[config.mk]
export PLATFORM = sky130hd
export DESIGN_NAME = adc_frame_reader
export DESIGN_NICKNAME = d
export VERILOG_FILES = /design/src/rtl/afr_pkg.sv /design/src/rtl/afr_sclk_gen.sv /design/src/rtl/afr_bit_capture.sv /design/src/rtl/afr_frame_fsm.sv /design/src/rtl/adc_frame_reader.sv
export SDC_FILE = /design/constraint.sdc
export NUM_CORES = 1
export LEC_CHECK = 0
export BUFFER_PORTS_ARGS = -buffer_cell sky130_fd_sc_hd__buf_2
export CAP_MARGIN = 10
export CORE_ASPECT_RATIO = 1.4
export CORE_MARGIN = 4
export CORE_UTILIZATION = 57
export CTS_BUF_LIST = sky130_fd_sc_hd__clkbuf_2 sky130_fd_sc_hd__clkbuf_4 sky130_fd_sc_hd__clkbuf_8
export CTS_CLUSTER_DIAMETER = 200
export DETAILED_ROUTE_END_ITERATION = 10
export PLACE_DENSITY_LB_ADDON = 0.25
export SYNTH_ARGS = -nofsm -noshare
export SYNTH_HDL_FRONTEND = slang
export SYNTH_SLANG_ARGS = --single-unit
export TNS_END_PERCENT = 30
[constraint.sdc]
create_clock -name clk -period 2.4 [get_ports clk]
set_input_delay 0.6 -clock clk [delete_from_list [all_inputs] [get_ports clk]]
set_output_delay 0.6 -clock clk [all_outputs]
set_load 0.01 [all_outputs]
[src/rtl/afr_pkg.sv]
package afr_pkg;
  typedef enum logic [1:0] {
    ST_IDLE = 2'd0,
    ST_CLK  = 2'd1,
    ST_GAP  = 2'd2
  } afr_state_e;
endpackage

[src/rtl/afr_sclk_gen.sv]
module afr_sclk_gen #(
  parameter int DIV_RATIO = 4
) (
  input  logic clk,
  input  logic rst_n,
  input  logic run,
  output logic sclk,
  output logic fall_evt
);
  localparam int HALF = DIV_RATIO / 2;

  logic sclk_q, sclk_d;
  logic tick;

  generate
    if (HALF <= 1) begin : g_fast
      assign tick = run;
    end else begin : g_cnt
      localparam int PH_W = $clog2(HALF);
      localparam logic [PH_W-1:0] PH_LAST = PH_W'(HALF - 1);
      logic [PH_W-1:0] ph_q, ph_d;

      always_comb begin
        ph_d = ph_q;
        if (!run)                ph_d = '0;
        else if (ph_q == PH_LAST) ph_d = '0;
        else                     ph_d = ph_q + 1'b1;
      end

      always_ff @(posedge clk or negedge rst_n) begin
        if (!rst_n) ph_q <= '0;
        else        ph_q <= ph_d;
      end

      assign tick = run && (ph_q == PH_LAST);
    end
  endgenerate

  always_comb begin
    sclk_d = sclk_q;
    if (!run)      sclk_d = 1'b0;
    else if (tick) sclk_d = ~sclk_q;
  end

  always_ff @(posedge clk or negedge rst_n) begin
    if (!rst_n) sclk_q <= 1'b0;
    else        sclk_q <= sclk_d;
  end

  assign sclk     = sclk_q;
  assign fall_evt = tick && sclk_q;
endmodule

[src/rtl/afr_bit_capture.sv]
module afr_bit_capture #(
  parameter int DATA_W = 14,
  parameter int CNT_W  = 5
) (
  input  logic              clk,
  input  logic              rst_n,
  input  logic              clr,
  input  logic              fall_evt,
  input  logic [CNT_W-1:0]  fall_idx,
  input  logic              sdo,
  output logic [DATA_W-1:0] word,
  output logic              err
);
  localparam logic [CNT_W-1:0] LEAD_IDX = CNT_W'(1);
  localparam logic [CNT_W-1:0] LAST_IDX = CNT_W'(DATA_W + 1);

  logic [DATA_W-1:0] word_q, word_d;
  logic              err_q, err_d;

  always_comb begin
    word_d = word_q;
    err_d  = err_q;
    if (clr) begin
      word_d = '0;
      err_d  = 1'b0;
    end else if (fall_evt) begin
      if (fall_idx == LEAD_IDX)       err_d  = err_q | sdo;
      else if (fall_idx <= LAST_IDX)  word_d = {word_q[DATA_W-2:0], sdo};
      else                            err_d  = err_q | sdo;
    end
  end

  always_ff @(posedge clk or negedge rst_n) begin
    if (!rst_n) begin
      word_q <= '0;
      err_q  <= 1'b0;
    end else begin
      word_q <= word_d;
      err_q  <= err_d;
    end
  end

  assign word = word_q;
  assign err  = err_q;
endmodule

[src/rtl/afr_frame_fsm.sv]
module afr_frame_fsm
  import afr_pkg::*;
#(
  parameter int MIN_CLKS   = 18,
  parameter int CNT_W      = 5,
  parameter int GAP_CYCLES = 6
) (
  input  logic             clk,
  input  logic             rst_n,
  input  logic             start,
  input  logic [CNT_W-1:0] frame_clks,
  input  logic             fall_evt,
  output logic             run,
  output logic             busy,
  output logic             cs_n,
  output logic             accept,
  output logic [CNT_W-1:0] fall_idx,
  output logic             last_fall,
  output logic             short_now
);
  localparam int GAP_W = $clog2(GAP_CYCLES + 1);
  localparam logic [GAP_W-1:0] GAP_LAST = GAP_W'(GAP_CYCLES - 1);
  localparam logic [CNT_W-1:0] MIN_N    = CNT_W'(MIN_CLKS);

  afr_state_e       state_q, state_d;
  logic [CNT_W-1:0] n_q, n_d;
  logic [CNT_W-1:0] cnt_q, cnt_d;
  logic [GAP_W-1:0] gap_q, gap_d;

  assign accept    = (state_q == ST_IDLE) && start;
  assign last_fall = (state_q == ST_CLK) && fall_evt && (cnt_q == n_q - 1'b1);

  always_comb begin
    state_d = state_q;
    n_d     = n_q;
    cnt_d   = cnt_q;
    gap_d   = gap_q;
    unique case (state_q)
      ST_IDLE: begin
        if (start) begin
          state_d = ST_CLK;
          n_d     = (frame_clks == '0) ? CNT_W'(1) : frame_clks;
          cnt_d   = '0;
        end
      end
      ST_CLK: begin
        if (fall_evt) begin
          cnt_d = cnt_q + 1'b1;
          if (last_fall) begin
            state_d = ST_GAP;
            gap_d   = '0;
          end
        end
      end
      ST_GAP: begin
        if (gap_q == GAP_LAST) state_d = ST_IDLE;
        else                   gap_d   = gap_q + 1'b1;
      end
      default: state_d = ST_IDLE;
    endcase
  end

  always_ff @(posedge clk or negedge rst_n) begin
    if (!rst_n) begin
      state_q <= ST_IDLE;
      n_q     <= '0;
      cnt_q   <= '0;
      gap_q   <= '0;
    end else begin
      state_q <= state_d;
      n_q     <= n_d;
      cnt_q   <= cnt_d;
      gap_q   <= gap_d;
    end
  end

  assign run       = (state_q == ST_CLK);
  assign cs_n      = (state_q != ST_CLK);
  assign busy      = (state_q != ST_IDLE);
  assign fall_idx  = cnt_q + 1'b1;
  assign short_now = (n_q < MIN_N);
endmodule

[src/rtl/adc_frame_reader.sv]
module adc_frame_reader #(
  parameter int DATA_W     = 14,
  parameter int MIN_CLKS   = 18,
  parameter int MAX_CLKS   = 31,
  parameter int DIV_RATIO  = 4,
  parameter int GAP_CYCLES = 6,
  localparam int CNT_W     = $clog2(MAX_CLKS + 1)
) (
  input  logic              clk,
  input  logic              rst_n,
  input  logic              start,
  input  logic [CNT_W-1:0]  frame_clks,
  output logic              busy,
  output logic              cs_n,
  output logic              sclk,
  input  logic              sdo,
  output logic [DATA_W-1:0] dout,
  output logic              dout_valid,
  output logic              result_invalid,
  output logic              short_frame,
  output logic              frame_err
);
  logic rst_meta_q, rst_sync_q, rst_n_s;

  always_ff @(posedge clk or negedge rst_n) begin
    if (!rst_n) begin
      rst_meta_q <= 1'b0;
      rst_sync_q <= 1'b0;
    end else begin
      rst_meta_q <= 1'b1;
      rst_sync_q <= rst_meta_q;
    end
  end
  assign rst_n_s = rst_sync_q;

  logic             run, accept, fall_evt, last_fall, short_now;
  logic [CNT_W-1:0] fall_idx;
  logic [DATA_W-1:0] cap_word;
  logic             cap_err;

  afr_frame_fsm #(
    .MIN_CLKS  (MIN_CLKS),
    .CNT_W     (CNT_W),
    .GAP_CYCLES(GAP_CYCLES)
  ) u_fsm (
    .clk       (clk),
    .rst_n     (rst_n_s),
    .start     (start),
    .frame_clks(frame_clks),
    .fall_evt  (fall_evt),
    .run       (run),
    .busy      (busy),
    .cs_n      (cs_n),
    .accept    (accept),
    .fall_idx  (fall_idx),
    .last_fall (last_fall),
    .short_now (short_now)
  );

  afr_sclk_gen #(
    .DIV_RATIO(DIV_RATIO)
  ) u_sclk (
    .clk     (clk),
    .rst_n   (rst_n_s),
    .run     (run),
    .sclk    (sclk),
    .fall_evt(fall_evt)
  );

  afr_bit_capture #(
    .DATA_W(DATA_W),
    .CNT_W (CNT_W)
  ) u_cap (
    .clk     (clk),
    .rst_n   (rst_n_s),
    .clr     (accept),
    .fall_evt(fall_evt),
    .fall_idx(fall_idx),
    .sdo     (sdo),
    .word    (cap_word),
    .err     (cap_err)
  );

  // Result stage: loads one cycle after the last falling edge.
  logic              done_q;
  logic [DATA_W-1:0] dout_q, dout_d;
  logic              valid_q, valid_d;
  logic              inv_q, inv_d;
  logic              short_q, short_d;
  logic              err_q, err_d;
  logic              first_q, first_d;
  logic              prev_short_q, prev_short_d;

  always_comb begin
    dout_d       = dout_q;
    valid_d      = 1'b0;
    inv_d        = inv_q;
    short_d      = short_q;
    err_d        = err_q;
    first_d      = first_q;
    prev_short_d = prev_short_q;
    if (done_q) begin
      dout_d       = cap_word;
      valid_d      = 1'b1;
      inv_d        = first_q | prev_short_q;
      short_d      = short_now;
      err_d        = cap_err;
      first_d      = 1'b0;
      prev_short_d = short_now;
    end
  end

  always_ff @(posedge clk or negedge rst_n_s) begin
    if (!rst_n_s) begin
      done_q       <= 1'b0;
      dout_q       <= '0;
      valid_q      <= 1'b0;
      inv_q        <= 1'b0;
      short_q      <= 1'b0;
      err_q        <= 1'b0;
      first_q      <= 1'b1;
      prev_short_q <= 1'b0;
    end else begin
      done_q       <= last_fall;
      dout_q       <= dout_d;
      valid_q      <= valid_d;
      inv_q        <= inv_d;
      short_q      <= short_d;
      err_q        <= err_d;
      first_q      <= first_d;
      prev_short_q <= prev_short_d;
    end
  end

  assign dout           = dout_q;
  assign dout_valid     = valid_q;
  assign result_invalid = inv_q;
  assign short_frame    = short_q;
  assign frame_err      = err_q;
endmodule

Yosys cells after proc, flatten, opt, wreduce, memory -nomap -nowiden
Index checks and enable logic that the tools add are counted.

cells by class
  $add $sub $neg = 4
  $mul = 0
  div/mod/pow operators = 0
  $lt $le $gt $ge = 2
  equality and inequality tests = 14
  shift operators = 0
  mux-type cells = 26
  bitwise operators = 3
  reductions and logical operators = 18

operators by type and width
  kind                   count
  $mux W14               4
  $mux W5                3
  $ne A2 B2 Y1 const B   6
  $pmux W5 S2            1
  $reduce_bool A2 Y1     5
  $mux W1                9
  $mux W3                3
  $mux W2                4
  $reduce_and A4 Y1      2
  $pmux W2 S3            1
  $pmux W3 S2            1
  $reduce_and A3 Y1      2
  $add A5 B1 Y5 const B  1
  $eq A5 B1 Y1 const B   1
  $eq A5 B5 Y1           1
  $le A5 B4 Y1 const B   1
  $logic_and A1 B1 Y1    5
  $logic_not A5 Y1       1
  $lt A5 B5 Y1 const B   1
  $sub A5 B1 Y5 const B  1
  $ne A2 B1 Y1 const B   2
  $reduce_and A2 Y1      2
  $add A3 B1 Y3 const B  1
  $eq A3 B3 Y1 const B   1
  7 further kinds        8

word-level totals
  register bits = 54
  bits in latches = 0
  memory bits (writable) = 0
  memory bits (read-only) = 0
  input port bits = 9
  output and inout port bits = 21
  logic and storage cells = 84
  memories kept = 0

Longest topological paths before layout
  word-level depth = 8
  mapped depth = 9
  mapped depth without buffers = 6

Cells and area by module
A second synthesis with hierarchy kept.

unflattened totals
  cells, all modules = 191
  area, all modules = 2,483.6 sq um

by module, submodules not included
  module            times used  cells each  area an instance (sq um)  sequential area each (sq um)
  afr_frame_fsm     1           85          887.1                     375.4
  adc_frame_reader  1           45          814.5                     551.8
  afr_bit_capture   1           55          700.7                     375.4
  afr_sclk_gen      1           6           81.3                      50.0

Worst setup path after synthesis
Ideal clock, no wire load.

  path kind = register -> register
  from = register u_fsm.cnt_q[0]
  to = register u_cap.word_q[4], in the netlist u_cap.word[4]
  library setup time = 0.079 ns
  data arrival time = 1.784 ns
  data required time = 2.321 ns
  slack = 0.537 ns
  cell stages (with the launch flop) = 10
  buffers on the path = 3
  period minus slack after synthesis = 1.863 ns
  cell sequence = dfrtp_1 > clkbuf_1 > inv_1 > ha_1 > nand2b_1 > o41ai_1 > a311o_1 > buf_6 > buf_12 > mux2i_1

between the ends
  longest elaborated chain between the ends = 4
  elaborated cells on any way between the ends = 6
  classes of those cells = add/sub (1); order compare (1); eq/ne (2); reduce/logical (2)

RTL lines
  element                                                              RTL line                                      text
  from (decl)                                                          afr_frame_fsm.sv:27                           logic [CNT_W-1:0] cnt_q, cnt_d;
  from (signal assigned)                                               afr_frame_fsm.sv:72                           cnt_q <= cnt_d;
  $add A5 B1 Y5 *                                                      afr_frame_fsm.sv:80                           assign fall_idx = cnt_q + 1'b1;
  $le A5 B4 Y1 / $eq A5 B1 Y1 (equally long branches)                  afr_bit_capture.sv:28, afr_bit_capture.sv:27
  $reduce_bool A2 Y1 (no line) / $ne A2 B2 Y1 (equally long branches)  n/a
  $reduce_and A3 Y1 (no line) *                                        n/a
  to (signal assigned)                                                 afr_bit_capture.sv:38                         word_q <= word_d;
  to (decl)                                                            afr_bit_capture.sv:17                         logic [DATA_W-1:0] word_q, word_d;

Every way passes the cells marked *; elsewhere a longest branch is shown, timed or not.
A chain may end at the register's enable or synchronous reset.

Worst setup path after layout
  from = register u_fsm.cnt_q[0]
  to = register u_cap.word_q[11], in the netlist u_cap.word[11]

The elaborated chain is that of the path after synthesis.

==> out/qor.json <==
{
  "status": {"value": "finished, final reports clean"},
  "clock_skew": {"value": 0.008895, "unit": "ns"},
  "synthesis.instances": {"value": 188},
  "cts.hold.buffers_added": {"value": 0},
  "layout_commonest_cell": {"value": "dfrtp_1"},
  "syn-num-nets": {"value": 203},
  "power.switching": {"value": 1.055, "unit": "mW"},
  "grt_remaining_overflow": {"value": 0},
  "cts_sinks": {"value": 54},
  "gp_congestion": {"value": 0.8153},
  "yosys.cell_types.count": {"value": 35},
  "final_nets": {"value": 235},
  "placed_area": {"value": 0.002520, "unit": "mm²"},
  "hpwl": {"value": 2.993, "unit": "mm"},
  "route.antenna.remaining_nets": {"value": 0},
  "top_level_pins": {"value": 30},
  "yosysTopAreaCellShare": {"value": 0.5659},
  "intPower": {"value": 1.957, "unit": "mW"},
  "post_synth.cell_area_avg": {"value": 12.47, "unit": "µm²"},
  "synthesized_flop_and_latch_total": {"value": 54},
  "yosys_warnings": {"value": 0},
  "final_design_area_no_fill": {"value": 0.002634, "unit": "mm²"},
  "die_height": {"value": 83.87, "unit": "µm"},
  "area_of_the_mapped_netlist": {"value": 0.002343, "unit": "mm²"},
  "first_global_vias": {"value": 1624},
  "cts.reportedPaths.clkPinSlew": {"value": 0.10, "unit": "ns"},
  "power.leakage": {"value": 1.358, "unit": "nW"},
  "synth_sequential_area_ratio": {"value": 0.5771},
  "place.port_buffers": {"value": 29},
  "synth-main-ff-cell": {"value": "dfrtp_1"},
  "drive_above_1_share": {"value": 0.2896},
  "max_freq": {"value": 0.4837, "unit": "GHz"},
  "synth.top_cells.by_area": {"value": "dfrtp_1 (57%), mux2_2 (9.1%), mux2i_1 (6.4%)"},
  "cts-htree-levels": {"value": 2},
  "synth_enable_flop_cells": {"value": 0},
  "total_negative_setup_slack": {"value": 0, "unit": "ns"},
  "irDropWorstVdd": {"value": 0.8734, "unit": "mV"},
  "path_depth_of_the_worst_reg2reg_path": {"value": 6},
  "timing_worst_slew_pin_value": {"value": 0.6838, "unit": "ns"},
  "maxCapViolations": {"value": 0},
  "r2r_setup_slack": {"value": 0.33, "unit": "ns"},
  "detail_route.iter0.violations": {"value": 38},
  "slew_viol_final": {"value": 0},
  "synth_async_sr_flop_share": {"value": 1.000},
  "regToRegEndpoint": {"value": "u_cap.word[11]"},
  "final-setup-viol-count": {"value": 0},
  "detail_route.drc_violations": {"value": 0},
  "rsz_0062_raised_after_global_routing": {"value": "false"},
  "endpoint_type_of_the_worst_setup_path": {"value": "flip-flop"},
  "path_category_of_the_worst_min_delay_check": {"value": "input pin to async pin"},
  "fill_cells": {"value": 299},
  "die_w": {"value": 62.19, "unit": "µm"},
  "placement_rows": {"value": 27},
  "tightest_hold_margin": {"value": 0.06015, "unit": "ns"},
  "diodes": {"value": 0},
  "grt_start_max_net_pins": {"value": 53},
  "clock_tree.buffer_depth": {"value": 2},
  "cp.required": {"value": 2.63, "unit": "ns"},
  "power-per-cell-area": {"value": 1144, "unit": "mW/mm²"},
  "timing.final.crit_share": {"value": 0.8615},
  "cts_buffers": {"value": 5},
  "postCtsSetupBuffers": {"value": 0},
  "most-common-layout-cells": {"value": "dfrtp_1 (52), buf_2 (29), nand2_1 (21), mux2_2 (19), mux2i_1 (15)"},
  "wl": {"value": 4.080, "unit": "mm"},
  "sequentialPowerShare": {"value": 0.460},
  "finalPower": {"value": 3.012, "unit": "mW"},
  "gr-usage-all-layers": {"value": 0.1721},
  "initial_utilization": {"value": 0.5929},
  "slew_headroom": {"value": 0.5441},
  "routed_via_density": {"value": 5.769},
  "timing_hold_violations_final": {"value": 0},
  "floorplan.die_area": {"value": 0.005216, "unit": "mm²"},
  "p_clk_frac": {"value": 0.204},
  "grt_antenna_before_repair": {"value": 0},
  "drt_first_pass_iters": {"value": 4},
  "critical_path_class": {"value": "flip-flop to flip-flop"},
  "power.combinational.fraction": {"value": 0.336},
  "clk-insertion-delay-late": {"value": 0.31, "unit": "ns"},
  "worst_setup_path_start_kind": {"value": "flip-flop"},
  "critical_path.max_fanout": {"value": 14},
  "root_buffer": {"value": "clkbuf_8"},
  "route.vias.total": {"value": 1523},
  "fin_crit": {"value": 2.068, "unit": "ns"},
  "fraction_of_power_spent_switching_nets": {"value": 0.3503},
  "tritoncts": {"value": "yes"},
  "placeableCoreArea": {"value": 0.003953, "unit": "mm²"},
  "synth.largest_area_cell": {"value": "dfrtp_1"},
  "postCtsResizedCells": {"value": 0},
  "arrival_worst_endpoint": {"value": 2.30, "unit": "ns"},
  "rr_startpoint": {"value": "u_fsm.cnt_q[0]"},
  "synthToLayoutAreaGrowth": {"value": 12.39, "unit": "%"},
  "grt_first_pass_wirelength": {"value": 7.210, "unit": "mm"},
  "drt-wirelength-per-cell": {"value": 15.45, "unit": "µm"}
}
==> power by group through the flow <==
| stage | Clock, mW | Sequential [mW] | Combinational, mW |
|---|---|---|---|
| after floorplan | 0 | 1.37 | 0.798 |
| after global placement | 0 | 1.37 | 0.973 |
| after detailed placement | 0 | 1.40 | 1.02 |
| after CTS | 0.626 | 1.38 | 1.02 |
| after global routing | 0.668 | 1.42 | 1.13 |
| final | 0.615 | 1.39 | 1.01 |
==> synthesized netlist by cell type, drive strengths merged, types with 3 or more instances <==
cell type / n
o21ai: 5
nor4: 4
ha: 6
dfrtp: 53
a21oi: 3
inv: 8
nand2: 21
nand3: 3
mux2: 19
xnor2: 10
nor2: 5
mux2i: 15
nor3: 3
clkbuf: 6
==> worst max path at each step <==
stage	from	slack, ns	to	depth (start not counted)
2_1_floorplan	u_fsm.cnt_q[0]	0.54	u_cap.word[4]	9
3_3_place_gp	u_fsm.cnt_q[0]	0.51	u_cap.word[13]	6
3_5_place_dp	u_fsm.cnt_q[0]	0.39	u_cap.word[11]	6
4_1_cts	u_fsm.cnt_q[0]	0.35	u_cap.word[11]	6
5_1_grt	u_fsm.cnt_q[0]	0.19	u_cap.word[11]	6
6_report	u_fsm.cnt_q[0]	0.33	u_cap.word[11]	6
==> routing by layer <==
metal / track usage / up-vias / share of wire
li1: - / 710 / -
met1: 0.1864 / 768 / 0.41
met2: 0.3019 / 34 / 0.52
met3: 0.03908 / 11 / 0.037
met4: 0.09665 / 0 / 0.026
met5: 0 / - / 0
==> logic make-up (layout without fill, tap and decap cells) <==
group / count (synthesis) / after routing / synth area share
buffers and inverters: 16 / 49 / 0.03577
adders and majority gates: 6 / 6 / 0.03203
other: 1 / 1 / 0.001600
muxes: 34 / 34 / 0.1554
DFF: 54 / 54 / 0.5772
xor gates and xnor gates: 12 / 12 / 0.04485
AOI/OAI and AO/OA: 18 / 18 / 0.05286
and+or+nand+nor: 47 / 47 / 0.1004
==> critical path: stages, from the launching register on <==
cell	delay, ns
dfrtp_1	0.47
ha_1	0.30
xnor2_1	0.19
o41ai_1	0.37
a311o_1	0.17
buf_4	0.26
mux2i_1	0.24
==> state kept, by name, indices dropped and copies added (netlist names), 2 cells and up <==
register	flops
u_fsm.gap_q	3
u_cap.word	14
u_fsm.cnt_q	5
u_fsm.n_q	5
dout	14
u_fsm.state_q	2
==> final cells by class <==
| cell class | count | area, µm² | share of cell area |
|---|---|---|---|
| sequential | 54 | 1354 | 0.5140 |
| multi-input combinational | 118 | 907.1 | 0.3444 |
| timing repair buffer | 33 | 175.2 | 0.06651 |
| clock buffer | 6 | 76.32 | 0.02898 |
| tap | 43 | 53.80 | 0.02043 |
| clock inverter | 2 | 37.54 | 0.01425 |
| inverter | 8 | 30.03 | 0.01140 |
==> stage by stage <==
stage          utilization  cells  setup slack (ns)
3_3_place_gp        0.6375    256            0.5145
4_1_cts             0.6664    264            0.3499
6_report            0.6664    264            0.3325
3_5_place_dp        0.6375    256            0.3891
5_1_grt             0.6664    264            0.1863
2_1_floorplan            -    188            0.5370
Power figures use the tool's default switching activity.
